===== src/rtl/rst_ctl_pkg.sv =====
package rst_ctl_pkg;
  localparam int DATA_W   = 32;
  localparam int NWORDS   = 18;
  localparam int NCORES   = 4;
  localparam int NPERIPH  = 2;
  localparam int WIDX_W   = $clog2(NWORDS);

  localparam int IDX_CTRL   = 0;
  localparam int IDX_STATUS = 2;
  localparam int IDX_IMASK  = 6;
  localparam int IDX_GPR0   = 8;

  localparam int EN_BASE    = 21;  // enable of core c sits at EN_BASE + c
  localparam int CRST_BASE  = 13;  // reset of core c sits at CRST_BASE + c
  localparam int PRST_LO    = 3;
  localparam int PRST_HI    = 12;

  localparam logic [DATA_W-1:0] CTRL_INIT   = 32'h0000_0521;
  localparam logic [DATA_W-1:0] STATUS_INIT = 32'h0000_0001;
  localparam logic [DATA_W-1:0] IMASK_INIT  = 32'h0000_001F;

  function automatic int en_bit(input int c);
    return EN_BASE + c;
  endfunction

  function automatic int crst_bit(input int c);
    return CRST_BASE + c;
  endfunction

  function automatic int entry_idx(input int c);
    return IDX_GPR0 + 2 * c;
  endfunction

  function automatic int ctx_idx(input int c);
    return IDX_GPR0 + 2 * c + 1;
  endfunction

  function automatic logic [DATA_W-1:0] init_word(input int i);
    case (i)
      IDX_CTRL:   return CTRL_INIT;
      IDX_STATUS: return STATUS_INIT;
      IDX_IMASK:  return IMASK_INIT;
      default:    return '0;
    endcase
  endfunction

  function automatic logic [DATA_W-1:0] self_clear_mask();
    logic [DATA_W-1:0] m;
    m = '0;
    for (int c = 0; c < NCORES; c++) m[crst_bit(c)] = 1'b1;
    m[PRST_LO] = 1'b1;
    m[PRST_HI] = 1'b1;
    return m;
  endfunction
endpackage


===== src/rtl/rst_ctl_regfile.sv =====
module rst_ctl_regfile
  import rst_ctl_pkg::*;
(
  input  logic                           clk,
  input  logic                           rst_n,
  input  logic                           wr_en,
  input  logic [WIDX_W-1:0]              wr_idx,
  input  logic [DATA_W-1:0]              wr_data,
  input  logic                           rd_en,
  input  logic                           rd_ok,
  input  logic [WIDX_W-1:0]              rd_idx,
  output logic [DATA_W-1:0]              rd_data,
  output logic [NWORDS-1:0][DATA_W-1:0]  words
);
  logic [NWORDS-1:0][DATA_W-1:0] words_q, words_d;
  logic [DATA_W-1:0]             rdata_q, rdata_d;

  always_comb begin
    words_d = words_q;
    if (wr_en) words_d[wr_idx] = wr_data;
  end

  always_comb begin
    rdata_d = rdata_q;
    if (rd_en) rdata_d = rd_ok ? words_q[rd_idx] : '0;
  end

  for (genvar i = 0; i < NWORDS; i++) begin : g_word
    always_ff @(posedge clk or negedge rst_n) begin
      if (!rst_n) words_q[i] <= init_word(i);
      else if (wr_en) words_q[i] <= words_d[i];
    end
  end

  always_ff @(posedge clk or negedge rst_n) begin
    if (!rst_n) rdata_q <= '0;
    else if (rd_en) rdata_q <= rdata_d;
  end

  assign rd_data = rdata_q;
  assign words   = words_q;


  oob_read_zero_chk: assert property (@(posedge clk) disable iff (!rst_n)
    (rd_en && !rd_ok) |=> (rd_data == '0));
endmodule


===== src/rtl/rst_ctl_decode.sv =====
module rst_ctl_decode
  import rst_ctl_pkg::*;
(
  input  logic [DATA_W-1:0]  old_word,
  input  logic [DATA_W-1:0]  new_word,
  output logic [DATA_W-1:0]  keep_word,
  output logic [NCORES-1:0]  on_hit,
  output logic [NCORES-1:0]  off_hit,
  output logic [NCORES-1:0]  crst_hit,
  output logic [NPERIPH-1:0] prst_hit
);
  logic [DATA_W-1:0] flip;

  always_comb begin
    flip      = old_word ^ new_word;
    keep_word = new_word;
    on_hit    = '0;
    off_hit   = '0;
    crst_hit  = '0;
    prst_hit  = '0;
    for (int c = 1; c < NCORES; c++) begin
      if (flip[en_bit(c)]) begin
        on_hit[c]               = new_word[en_bit(c)];
        off_hit[c]              = !new_word[en_bit(c)];
        keep_word[crst_bit(c)]  = 1'b0;
        flip[crst_bit(c)]       = 1'b0;
      end
    end
    for (int c = 0; c < NCORES; c++) begin
      if (flip[crst_bit(c)]) begin
        crst_hit[c]            = 1'b1;
        keep_word[crst_bit(c)] = 1'b0;
      end
    end
    if (flip[PRST_LO]) begin
      prst_hit[0]        = 1'b1;
      keep_word[PRST_LO] = 1'b0;
    end
    if (flip[PRST_HI]) begin
      prst_hit[1]        = 1'b1;
      keep_word[PRST_HI] = 1'b0;
    end
  end
endmodule


===== src/rtl/rst_ctl_core_port.sv =====
module rst_ctl_core_port
  import rst_ctl_pkg::*;
#(
  parameter bit HAS_POWER = 1'b1
) (
  input  logic              clk,
  input  logic              rst_n,
  input  logic              fire,
  input  logic              on_d,
  input  logic              off_d,
  input  logic              rst_d,
  input  logic [DATA_W-1:0] entry_d,
  input  logic [DATA_W-1:0] ctx_d,
  output logic              on_q,
  output logic              off_q,
  output logic              rst_q,
  output logic [DATA_W-1:0] entry_q,
  output logic [DATA_W-1:0] ctx_q
);
  localparam logic PWR = HAS_POWER;

  logic              on_n, off_n, rst_nx;
  logic [DATA_W-1:0] entry_n, ctx_n;

  always_comb begin
    on_n    = fire && on_d && PWR;
    off_n   = fire && off_d && PWR;
    rst_nx  = fire && rst_d;
    entry_n = on_n ? entry_d : entry_q;
    ctx_n   = on_n ? ctx_d : ctx_q;
  end

  always_ff @(posedge clk or negedge rst_n) begin
    if (!rst_n) begin
      on_q  <= 1'b0;
      off_q <= 1'b0;
      rst_q <= 1'b0;
    end else begin
      on_q  <= on_n;
      off_q <= off_n;
      rst_q <= rst_nx;
    end
  end

  always_ff @(posedge clk or negedge rst_n) begin
    if (!rst_n) begin
      entry_q <= '0;
      ctx_q   <= '0;
    end else if (on_n) begin
      entry_q <= entry_n;
      ctx_q   <= ctx_n;
    end
  end


  on_single_cycle_chk: assert property (@(posedge clk) disable iff (!rst_n)
    on_q |=> !on_q);

  off_single_cycle_chk: assert property (@(posedge clk) disable iff (!rst_n)
    off_q |=> !off_q);
endmodule


===== src/rtl/rst_ctl.sv =====
module rst_ctl
  import rst_ctl_pkg::*;
#(
  parameter int ADDR_W = 12
) (
  input  logic                        clk,
  input  logic                        rst_n,
  input  logic [ADDR_W-1:0]           bus_addr,
  input  logic                        bus_wr,
  input  logic [DATA_W-1:0]           bus_wdata,
  input  logic                        bus_rd,
  output logic [DATA_W-1:0]           bus_rdata,
  output logic [NCORES-1:0]           core_on_req,
  output logic [NCORES-1:0]           core_off_req,
  output logic [NCORES*DATA_W-1:0]    core_entry,
  output logic [NCORES*DATA_W-1:0]    core_ctx,
  output logic [NCORES-1:0]           core_rst,
  output logic [NPERIPH-1:0]          periph_rst
);
  localparam int IDX_W = ADDR_W - 2;
  localparam logic [DATA_W-1:0] SC_MASK = self_clear_mask();

  logic [IDX_W-1:0]              idx_full;
  logic                          idx_ok;
  logic [WIDX_W-1:0]             idx;
  logic                          ctrl_wr;
  logic [DATA_W-1:0]             store_data;
  logic [NWORDS-1:0][DATA_W-1:0] words;
  logic [DATA_W-1:0]             keep_word;
  logic [NCORES-1:0]             on_hit, off_hit, crst_hit;
  logic [NPERIPH-1:0]            prst_hit;
  logic [NPERIPH-1:0]            prst_q, prst_n;

  assign idx_full   = bus_addr[ADDR_W-1:2];
  assign idx_ok     = idx_full < IDX_W'(NWORDS);
  assign idx        = idx_full[WIDX_W-1:0];
  assign ctrl_wr    = bus_wr && idx_ok && (idx == WIDX_W'(IDX_CTRL));
  assign store_data = ctrl_wr ? keep_word : bus_wdata;

  rst_ctl_regfile u_regs (
    .clk     (clk),
    .rst_n   (rst_n),
    .wr_en   (bus_wr && idx_ok),
    .wr_idx  (idx),
    .wr_data (store_data),
    .rd_en   (bus_rd),
    .rd_ok   (idx_ok),
    .rd_idx  (idx),
    .rd_data (bus_rdata),
    .words   (words)
  );

  rst_ctl_decode u_dec (
    .old_word  (words[IDX_CTRL]),
    .new_word  (bus_wdata),
    .keep_word (keep_word),
    .on_hit    (on_hit),
    .off_hit   (off_hit),
    .crst_hit  (crst_hit),
    .prst_hit  (prst_hit)
  );

  for (genvar c = 0; c < NCORES; c++) begin : g_core
    localparam bit PWR = (c != 0);
    localparam int EI  = PWR ? entry_idx(c) : IDX_CTRL;
    localparam int CI  = PWR ? ctx_idx(c) : IDX_CTRL;

    rst_ctl_core_port #(.HAS_POWER(PWR)) u_port (
      .clk     (clk),
      .rst_n   (rst_n),
      .fire    (ctrl_wr),
      .on_d    (on_hit[c]),
      .off_d   (off_hit[c]),
      .rst_d   (crst_hit[c]),
      .entry_d (words[EI]),
      .ctx_d   (words[CI]),
      .on_q    (core_on_req[c]),
      .off_q   (core_off_req[c]),
      .rst_q   (core_rst[c]),
      .entry_q (core_entry[c*DATA_W +: DATA_W]),
      .ctx_q   (core_ctx[c*DATA_W +: DATA_W])
    );

    if (PWR) begin : g_pwr_chk

      on_sees_enable_chk: assert property (@(posedge clk) disable iff (!rst_n)
        core_on_req[c] |-> words[IDX_CTRL][en_bit(c)]);

      off_sees_disable_chk: assert property (@(posedge clk) disable iff (!rst_n)
        core_off_req[c] |-> !words[IDX_CTRL][en_bit(c)]);
    end


    rst_not_with_power_chk: assert property (@(posedge clk) disable iff (!rst_n)
      core_rst[c] |-> !(core_on_req[c] || core_off_req[c]));
  end

  always_comb begin
    prst_n = ctrl_wr ? prst_hit : '0;
  end

  always_ff @(posedge clk or negedge rst_n) begin
    if (!rst_n) prst_q <= '0;
    else prst_q <= prst_n;
  end

  assign periph_rst = prst_q;


  self_clear_zero_chk: assert property (@(posedge clk) disable iff (!rst_n)
    (words[IDX_CTRL] & SC_MASK) == '0);

  periph_pulse_single_chk: assert property (@(posedge clk) disable iff (!rst_n)
    (|periph_rst) |=> ((periph_rst & $past(periph_rst)) == '0));
endmodule


===== config.mk =====
export PLATFORM = sky130hd
export DESIGN_NAME = rst_ctl
export DESIGN_NICKNAME = d
export VERILOG_FILES = /design/src/rtl/rst_ctl_pkg.sv /design/src/rtl/rst_ctl_regfile.sv /design/src/rtl/rst_ctl_decode.sv /design/src/rtl/rst_ctl_core_port.sv /design/src/rtl/rst_ctl.sv
export SDC_FILE = /design/constraint.sdc
export NUM_CORES = 1
export LEC_CHECK = 0
export ABC_AREA = 1
export BUFFER_PORTS_ARGS = -buffer_cell sky130_fd_sc_hd__buf_2
export CORE_ASPECT_RATIO = 1.75
export CORE_UTILIZATION = 25
export CTS_CLUSTER_DIAMETER = 40
export DETAILED_ROUTE_END_ITERATION = 8
export PLACE_DENSITY = 0.45
export SYNTH_ARGS = -nofsm -noshare
export SYNTH_HDL_FRONTEND = slang
export SYNTH_HIERARCHICAL = 1
export SYNTH_SLANG_ARGS = --single-unit

===== constraint.sdc =====
create_clock -name clk -period 2.5 [get_ports clk]
set_input_delay 0.125 -clock clk [delete_from_list [all_inputs] [get_ports clk]]
set_output_delay 0.125 -clock clk [all_outputs]
set_load 0.05 [all_outputs]

Yosys cells after proc, flatten, opt, wreduce, memory -nomap -nowiden
Index checks and enable logic that the tools add are counted.
{"block": "word_totals", "ff_bits": 812, "output_inout_bits": 302, "wordCells": 89}
{"block": "op_classes", "magnitude_cmp": 3, "n_mux": 32, "n_bitwise": 1, "reduce_logical": 17}
{"operator": "$bwmux W576", "n": 1}
{"operator": "$bmux W32 S5", "n": 1}
{"operator": "$demux W32 S5", "n": 1}
{"operator": "$mux W32", "n": 3}
{"operator": "$xor A25 B25 Y25", "n": 1}
{"operator": "$mux W1", "n": 24}
{"operator": "$mux W17", "n": 1}
{"operator": "$logic_and A1 B1 Y1", "n": 13}
{"operator": "$lt A10 B5 Y1 const B", "n": 1}
{"operator": "$lt A5 B6 Y1 const B", "n": 1}
{"operator": "$ge A5 B1 Y1 const B", "n": 1}
{"operator": "$logic_not A5 Y1", "n": 1}
{"operator": "$logic_not A1 Y1", "n": 3}
{"operator": "$mux W2", "n": 1}

Logic depth before layout (Yosys ltp)
Gate-level depths: netlist of the first run.
{"block": "logic_depth", "depth_word": 5, "depth_mapped": 13, "mapped_depth_nobuf": 11}

Hierarchy
Netlist of the first run, hierarchy kept.
{"mod": "rst_ctl_regfile", "n_inst": 1, "cells_each": 3843, "area_per_inst_um2": 28688.8}
{"mod": "rst_ctl_core_port at g_core[1].u_port ...", "n_inst": 3, "cells_each": 286, "area_per_inst_um2": 2616.3}
{"mod": "rst_ctl", "n_inst": 1, "cells_each": 132, "area_per_inst_um2": 691.9}
{"mod": "rst_ctl_core_port at g_core[0].u_port", "n_inst": 1, "cells_each": 70, "area_per_inst_um2": 531.8}
{"mod": "rst_ctl_decode", "n_inst": 1, "cells_each": 62, "area_per_inst_um2": 424.2}

Least setup slack after synthesis of the first run
No wires, ideal clock.
{"block": "synth_path", "kind": "input to register", "from": "input bus_addr[4]", "to": "register u_regs.words_q, in the netlist u_regs/words[85]", "setup_ps": 134, "arrival_time_ps": 1850, "setup_slack_ps": 516, "path_stages": 10, "path_buffers": 1, "path_cell_list": "nor2_1 nand2_1 nand2_1 and3_1 inv_1 nor3_1 inv_1 nor4_4 clkbuf_1 o21ai_0"}
{"block": "synth_via", "elab_chain_len": 5}
{"element": "from (decl)", "line_no": "rst_ctl.sv:8", "rtl": "input logic [ADDR_W-1:0] bus_addr,"}
{"element": "$lt A5 B6 Y1 (not written as such) or $ge A5 B1 Y1 (tied branches)", "line_no": "rst_ctl_regfile.sv:20", "rtl": "if (wr_en) words_d[wr_idx] = wr_data;"}
{"element": "$logic_and A1 B1 Y1 (not written as such)", "line_no": "rst_ctl_regfile.sv:20"}
{"element": "$mux W32 (not written as such)", "line_no": "rst_ctl_regfile.sv:20"}
{"element": "$demux W32 S5"}
{"element": "$bwmux W576", "line_no": "rst_ctl_regfile.sv:20"}
{"element": "to (signal, indexed assignment)", "line_no": "rst_ctl_regfile.sv:30", "rtl": "if (!rst_n) words_q[i] <= init_word(i);"}
{"element": "to (signal, indexed assignment)", "line_no": "rst_ctl_regfile.sv:31", "rtl": "else if (wr_en) words_q[i] <= words_d[i];"}
{"element": "to (decl)", "line_no": "rst_ctl_regfile.sv:15", "rtl": "logic [NWORDS-1:0][DATA_W-1:0] words_q, words_d;"}
Parallel ways exist; a longest one is shown, timed or not.
A chain may end at the register's enable or synchronous reset.

Worst setup path after layout of the first run
{"block": "layout_path", "from": "register u_regs.words_q, in the netlist u_regs/words[23]", "to": "register u_regs.words_q, in the netlist u_regs/words[527]"}
{"block": "layout_via", "elab_chain_len": 5}
{"element": "$xor A25 B25 Y25 (*)", "line_no": "rst_ctl_decode.sv:15", "rtl": "flip = old_word ^ new_word;"}
{"element": "$mux W1", "line_no": "rst_ctl_decode.sv:22", "rtl": "if (flip[en_bit(c)]) begin"}
{"element": "$mux W1 (*)", "line_no": "rst_ctl_decode.sv:30", "rtl": "if (flip[crst_bit(c)]) begin"}
{"element": "named net keep_word[15]", "line_no": "rst_ctl.sv:29", "rtl": "logic [DATA_W-1:0] keep_word;"}
{"element": "$mux W17 (*)", "line_no": "rst_ctl.sv:38", "rtl": "assign store_data = ctrl_wr ? keep_word : bus_wdata;"}
{"element": "named net store_data[15]", "line_no": "rst_ctl.sv:27", "rtl": "logic [DATA_W-1:0] store_data;"}
{"element": "$bwmux W576 (*)", "line_no": "rst_ctl_regfile.sv:20"}
Mark *: on every way through the listed nets, which the timed path passes. The rest lies on a longest branch.

==> results of run 1 <==
through the flow:
step           hold WS [ps]  worst slack, ps  area (um2)
6_report               57.4              595       45900
5_1_grt                57.0              465       45900
4_1_cts                14.0              573       45900
3_5_place_dp           24.3             91.8       42200
3_3_place_gp           24.4              121       42200
2_1_floorplan          -171              516       38400
layout make-up:
type | count | area, um2 | share of cell area (%)
flip-flops and latches | 812 | 20300 | 44.3
multi-input cells | 3297 | 14200 | 30.9
diodes | 2 | 5.00 | 0.0109
clock inverters | 73 | 842 | 1.83
inverters | 486 | 1840 | 4.00
clock buffers | 109 | 2530 | 5.51
repair buffers | 471 | 3670 | 7.99
well taps | 2005 | 2510 | 5.46
layer usage:
layer  up-vias  routed length, um  GRT usage, %
met3       141               8370          3.67
met2       867              57400          25.9
li1      15800                  -             -
met1     15300              61200          23.7
met4         0               2500          4.21
met5         -                  0             0
registers in the layout (all words and copies together) (netlist names):
name,cells
u_regs/words,576
g_core.u_port/ctx_q,96
g_core.u_port/entry_q,96
u_regs/rd_data,32
g_core.u_port/rst_q,4
g_core.u_port/off_q,3
g_core.u_port/on_q,3
periph_rst,2
worst min-delay path, cell delays in order:
cell	delay, ps
dlygate4sd3_1	560
buf_8	200
buf_12	200
layout by cell type (no fill, tap or decap), types with 13 or more instances in the layout:
cell / instances
clkinv_2: 15
inv_1: 471
dlygate4sd3_1: 35
buf_4: 98
nand2_1: 1971
o21ai_0: 551
o21ai_1: 25
nand2_2: 16
dfrtp_1: 802
clkbuf_16: 97
nand3_1: 592
buf_12: 58
conb_1: 66
clkinvlp_4: 13
inv_6: 16
nand4_1: 32
buf_2: 278
worst max-delay path by stage:
stage / cells past startpoint / end / slack, ps
2_1_floorplan: 10 / u_regs/words[85] / 520
3_3_place_gp: 11 / u_regs/words[217] / 120
3_5_place_dp: 11 / u_regs/words[213] / 90
4_1_cts: 8 / u_regs/words[111] / 570
5_1_grt: 8 / u_regs/words[47] / 460
6_report: 8 / u_regs/words[527] / 590
where the power goes:
group	switching [mW]	total, mW	internal [mW]
sequential	0.0643	13.3	13.3
clock	6.34	15.0	8.61
combinational	1.67	2.21	0.539
==> results.md, run 1 <==
* Status: completed
* Post-CTS Setup Bufs at 0
* CTS Buf Count at 96
* TritonCTS clock tree: yes
* Crit Path Max Fanout at 14
* R2R depth at 8
* MaxCap Viol Count at 0
* Skew-Pair Late Insertion Delay at 700 ps
* Number of vias per cell at 4.42
* Crit-path leading delay family: buffers and inverters
* Core area at roughly 0.15 mm2
* Longest Clk Path Bufs at 3
* Final Slew Violations at 0
* Required @ worst endpoint at 3040 ps
* Final Instance Count excl. Fillers at 7255
* Detail Route Antenna Nets at 0
* Worst Skew at 33.2 ps
* Final setup viols at 0
* Share of cells above drive strength 1 at 12.8%
* Critical path capture point type: flip-flop
* Avg Cell Area, Syn at 7.69 um2
* Nets at 5221
* Drt wl/cell at ~18 um
* Total power at 30.5 mW
* Flop2flop setup slack at just under 600 ps
* Vias in the first global route at 31100
* H-tree depth at 3
* DR vias at 32000
* Gr ovfl total at 0
* Crit path buf inv count at 3
* First-pass GRT wire length at 201 mm
* Critical path launch point type: flip-flop
* Highest cell delay on the worst timing path at 490 ps
* Final hold vios at 0
* Initial antenna violation count at 3
* Port-buffer cells at 281
* Setup TNS at 0 ps
* RR Startpoint: u_regs/words[23]
* Fmax at about 520 MHz
* DP HPWL at 88.3 mm
* Die Y at 519 um
* Row count at 189
* PD cells at 664 mW/mm2
* Unrepaired setup endpoints after global routing: no
* CTS Hold Bufs at 36
* Fill count at about 16000
* Lkg Pwr at 23.5 nW
* Clock sink total at 812
* Clock transition at the registers of the reported paths at 60 ps
* Peak supply drop at roughly 0.49 mV
* R2R Path End: u_regs/words[527]
* GPL Wtd Cong at approximately 0.79
* CP most frequent cell: inv_1
* Full die area at 0.154 mm2
* Area growth from synthesis to layout at 20.4%
* # DRC at 0
* Die Width at 297 um
* Fin crit share at 76.2%
* Initial core utilization at 25.2%
* Detailed Routing Iterations Pass 1 at 6
* IO Pins at 350
* Max transition margin at 49.1%
* Final WL at 129 mm
* Overall global routing resource usage at 16.8%
* Crit path arrival time at 2450 ps
* Cells after DPL at between 7000 and 8000
* Largest net degree at the start of global routing at 100
* Post-layout minimum cycle time at 1910 ps
* Crit path from: u_regs/words[23]
* Post-route core utilization at between 30 and 40%
* Kind of critical path: flip-flop to flip-flop
* PostCTS Resize Cnt at 0
* Hold Path Class: input pin to async pin
* Root buffer cell: clkbuf_16
* Mapped Cells at 4962
* Syn. warnings at 6
* Worst-margin pin slew at between 700 and 800 ps
* CP max-delay cell: dfrtp_1
* Post-Syn Area at 0.0382 mm2
* CP cell instances: inv_1 > ha_4 > inv_1 > nor2_1 > nand4_1 > nand2_1 > inv_1 > o21ai_0
* Initial DRC count at roughly 2700
No activity file was read; power rests on OpenSTA's default activity.
==> run 2: changes to the inputs <==
--- a/config.mk
+++ b/config.mk
@@ -11,7 +11,7 @@
 export CORE_UTILIZATION = 25
 export CTS_CLUSTER_DIAMETER = 40
 export DETAILED_ROUTE_END_ITERATION = 8
-export PLACE_DENSITY = 0.45
+export PLACE_DENSITY = 0.47
 export SYNTH_ARGS = -nofsm -noshare
 export SYNTH_HDL_FRONTEND = slang
 export SYNTH_HIERARCHICAL = 1
==> constraint.sdc (replaced) <==
create_clock -name clk -period 1.6 [get_ports clk]
set_input_delay 0.08 -clock clk [delete_from_list [all_inputs] [get_ports clk]]
set_output_delay 0.08 -clock clk [all_outputs]
set_load 0.05 [all_outputs]
==> results.md, run 2 (synthesized netlist as in run 1, its figures left out) <==
* Clock power frac at 46.8% (-2.2 points)
* GPL Wtd Cong at 0.819 (+4.0%)
* Comb power frac at 8.2% (+0.9 points)
* GR peak layer: met2
* CTS Buf Count at 89 (-7.3%)
* CP cell instances: inv_2 > ha_4 > inv_2 > nor2_1 > nand4_1 > nand2_2 > clkinvlp_4 > buf_12 > o21ai_1
* Fill count at 16300 (+0.13%)
* Total power at 46.3 mW (+52%)
* Port-buffer cells at 281 (unchanged)
* Post-route design area at 0.0473 mm2 (+3.0%)
* Overall global routing resource usage at 16.9% (+0.11 points)
* Core area at 0.152 mm2 (unchanged)
* Power Internal at 33.7 mW (+51%)
* Largest net degree at the start of global routing at 94 (-6.0%)
* Clock transition at the registers of the reported paths at 70 ps (about the same)
* Met3 Use GR at 2.90% (-0.77 points)
* Kind of critical path: flip-flop to flip-flop
* DP HPWL at 93.0 mm (+5.3%)
* Highest cell delay on the worst timing path at 360 ps (-130 ps)
* Final hold vios at 0 (unchanged)
* Peak supply drop at 0.729 mV (+50%)
* Crit path buf inv count at 4 (+1)
* Area growth from synthesis to layout at 24.0%
* Sw Pwr at 12.6 mW (+56%)
* Longest Clk Path Bufs at 3 (unchanged)
* Row count at 189 (unchanged)
* # DRC at 0 (unchanged)
* Worst-margin pin slew at 619 ps (-145 ps)
* IO Pins at 350 (unchanged)
* Gr ovfl total at 0 (unchanged)
* Seq pwr share at 44.9% (+1.2 points)
* Initial antenna violation count at 5 (+2)
* Unrepaired setup endpoints after global routing: yes
* Detail Route Antenna Nets at 0 (unchanged)
* Crit path arrival time at 2160 ps (-290 ps)
* Multi-input gate area at 0.0143 mm2 (+0.80%)
* Post-layout minimum cycle time at 1540 ps (-361 ps)
* Die Y at 519 um (unchanged)
* Initial DRC count at 2564 (-5.0%)
* Critical path launch point type: flip-flop
* Post-route core utilization at 31.2% (+0.92 points)
* DR vias at 32600 (+1.9%)
* Sequential cell area at 0.0203 mm2 (unchanged)
* Share of cells above drive strength 1 at 15.3% (+2.5 points)
* Met1 Resource Use GR at 23.8% (+0.15 points)
* Grt met2 use at 26.6% (+0.74 points)
* Fmax at 648 MHz (+23%)
* Drt wl/cell at 17.7 um (-1.0%)
* Final Slew Violations at 0 (unchanged)
* Crit Path Max Fanout at 14 (unchanged)
* Nets at 5354 (+2.5%)
* Number of vias per cell at 4.42 (+0.16%)
* PD cells at 979 mW/mm2 (+48%)
* Critical path capture point type: flip-flop
* Worst Skew at 44.2 ps (+11.0 ps)
* Total placed instance area at 0.0437 mm2 (+3.6%)
* Status: completed
* First-pass GRT wire length at 202 mm (+0.60%)
* Initial core utilization at 25.2% (unchanged)
* Final setup viols at 0 (unchanged)
* MaxCap Viol Count at 0 (unchanged)
* H-tree depth at 3 (unchanged)
* Root buffer cell: clkbuf_16
* Die Width at 297 um (unchanged)
* Skew-Pair Late Insertion Delay at 740 ps (+40 ps)
* Switch share at 27.2% (+0.68 points)
* Lkg Pwr at 24.2 nW (+3.3%)
* Fin crit share at 96.5% (+20 points)
* TritonCTS clock tree: yes
* CP max-delay cell: dfrtp_1
* Clock sink total at 812 (unchanged)
* Required @ worst endpoint at 2220 ps (-820 ps)
* Detailed Routing Iterations Pass 1 at 6 (unchanged)
* CP most frequent cell: inv_2
* Flop2flop setup slack at 60 ps (-540 ps)
* Max FFs per register at 576 (unchanged)
* Commonest non-fill, non-tap cell in the layout: nand2_1
* Hold Path Class: input pin to flip-flop
* Vias in the first global route at 31800 (+2.5%)
* Most frequent cells in the layout: 1967 x nand2_1, 802 x dfrtp_1, 591 x nand3_1, 490 x o21ai_0, 461 x inv_1
* Max transition margin at 58.7% (+9.6 points)
* Full die area at 0.154 mm2 (unchanged)
* Crit-path leading delay family: flip-flops
* Final WL at 130 mm (+0.67%)
-- run 2: cell count changes in the layout (fill, tap and decap cells not counted), moves of 7 or more --
cell	previous run	this run
o21ai_2	0	12
buf_12	58	96
inv_1	471	461
o21ai_1	25	74
bufinv_16	11	4
clkbuf_16	97	90
buf_4	98	202
clkinv_2	15	6
o21ai_0	551	490
-- run 2: worst min-delay path, delay by kind of cell --
family / cells / cell delay [ps]
buffers and inverters: 2 / 280
AND/OR/NAND/NOR: 4 / 380
-- run 2: worst paths after layout --
check                                                 from                         end  depth (start not counted)
worst max-delay path                      u_regs/words[22]           u_regs/words[270]                          9
worst min register to register  g_core[3].u_port/ctx_q[12]  g_core[3].u_port/ctx_q[12]                          2
worst max register to register            u_regs/words[22]           u_regs/words[270]                          9
max in group asynchronous                            rst_n       g_core[2].u_port/on_q                          3
min in group asynchronous                            rst_n           u_regs/words[519]                          3
worst min-delay path                           bus_addr[2]               periph_rst[1]                          6
-- run 2: metrics by stage --
stage,cells,setup TNS [ps],hold slack (ps),worst slack (ps)
final,7378,0,97.2,55.8
after global routing,7378,-50.0,104,-9.69
after CTS,7373,0,39.8,2.69
after detailed placement,7173,-263270,288,-581
after global placement,7173,-244070,282,-515
after floorplan,5027,-27810,-216,-166
-- run 2: cell type report --
cell class | count | share of cell area (%)
Antenna cell | 3 | 0.0159
Tap cell | 2005 | 5.30
Timing Repair Buffer | 611 | 11.0
Multi-Input combinational cell | 3297 | 30.3
Sequential cell | 812 | 43.0
Clock buffer | 110 | 5.17
Clock inverter | 54 | 1.38
Inverter | 486 | 3.92
-- run 2: per-layer routing --
metal,share of wire (%),vias up
li1,-,16100
met1,47,15600
met2,45,865
met3,5.6,128
met4,1.9,2
met5,0.0069,-
-- run 2: timing repair --
action	in CTS	in global routing
setup endpoints to repair	27	57
hold buffers	34	0
gates resized for setup	5	49
pin swaps	1	3
endpoints found under the hold margin	1260	0
buffers inserted	2	2
-- run 2: power by group through the flow --
stage	Clock, mW	Sequential (mW)	Combinational [mW]
2_1_floorplan	0	21.2	1.90
3_3_place_gp	0	21.2	3.73
3_5_place_dp	0	21.2	3.74
4_1_cts	22.4	20.8	3.85
5_1_grt	23.1	20.8	4.18
6_report	21.7	20.8	3.81
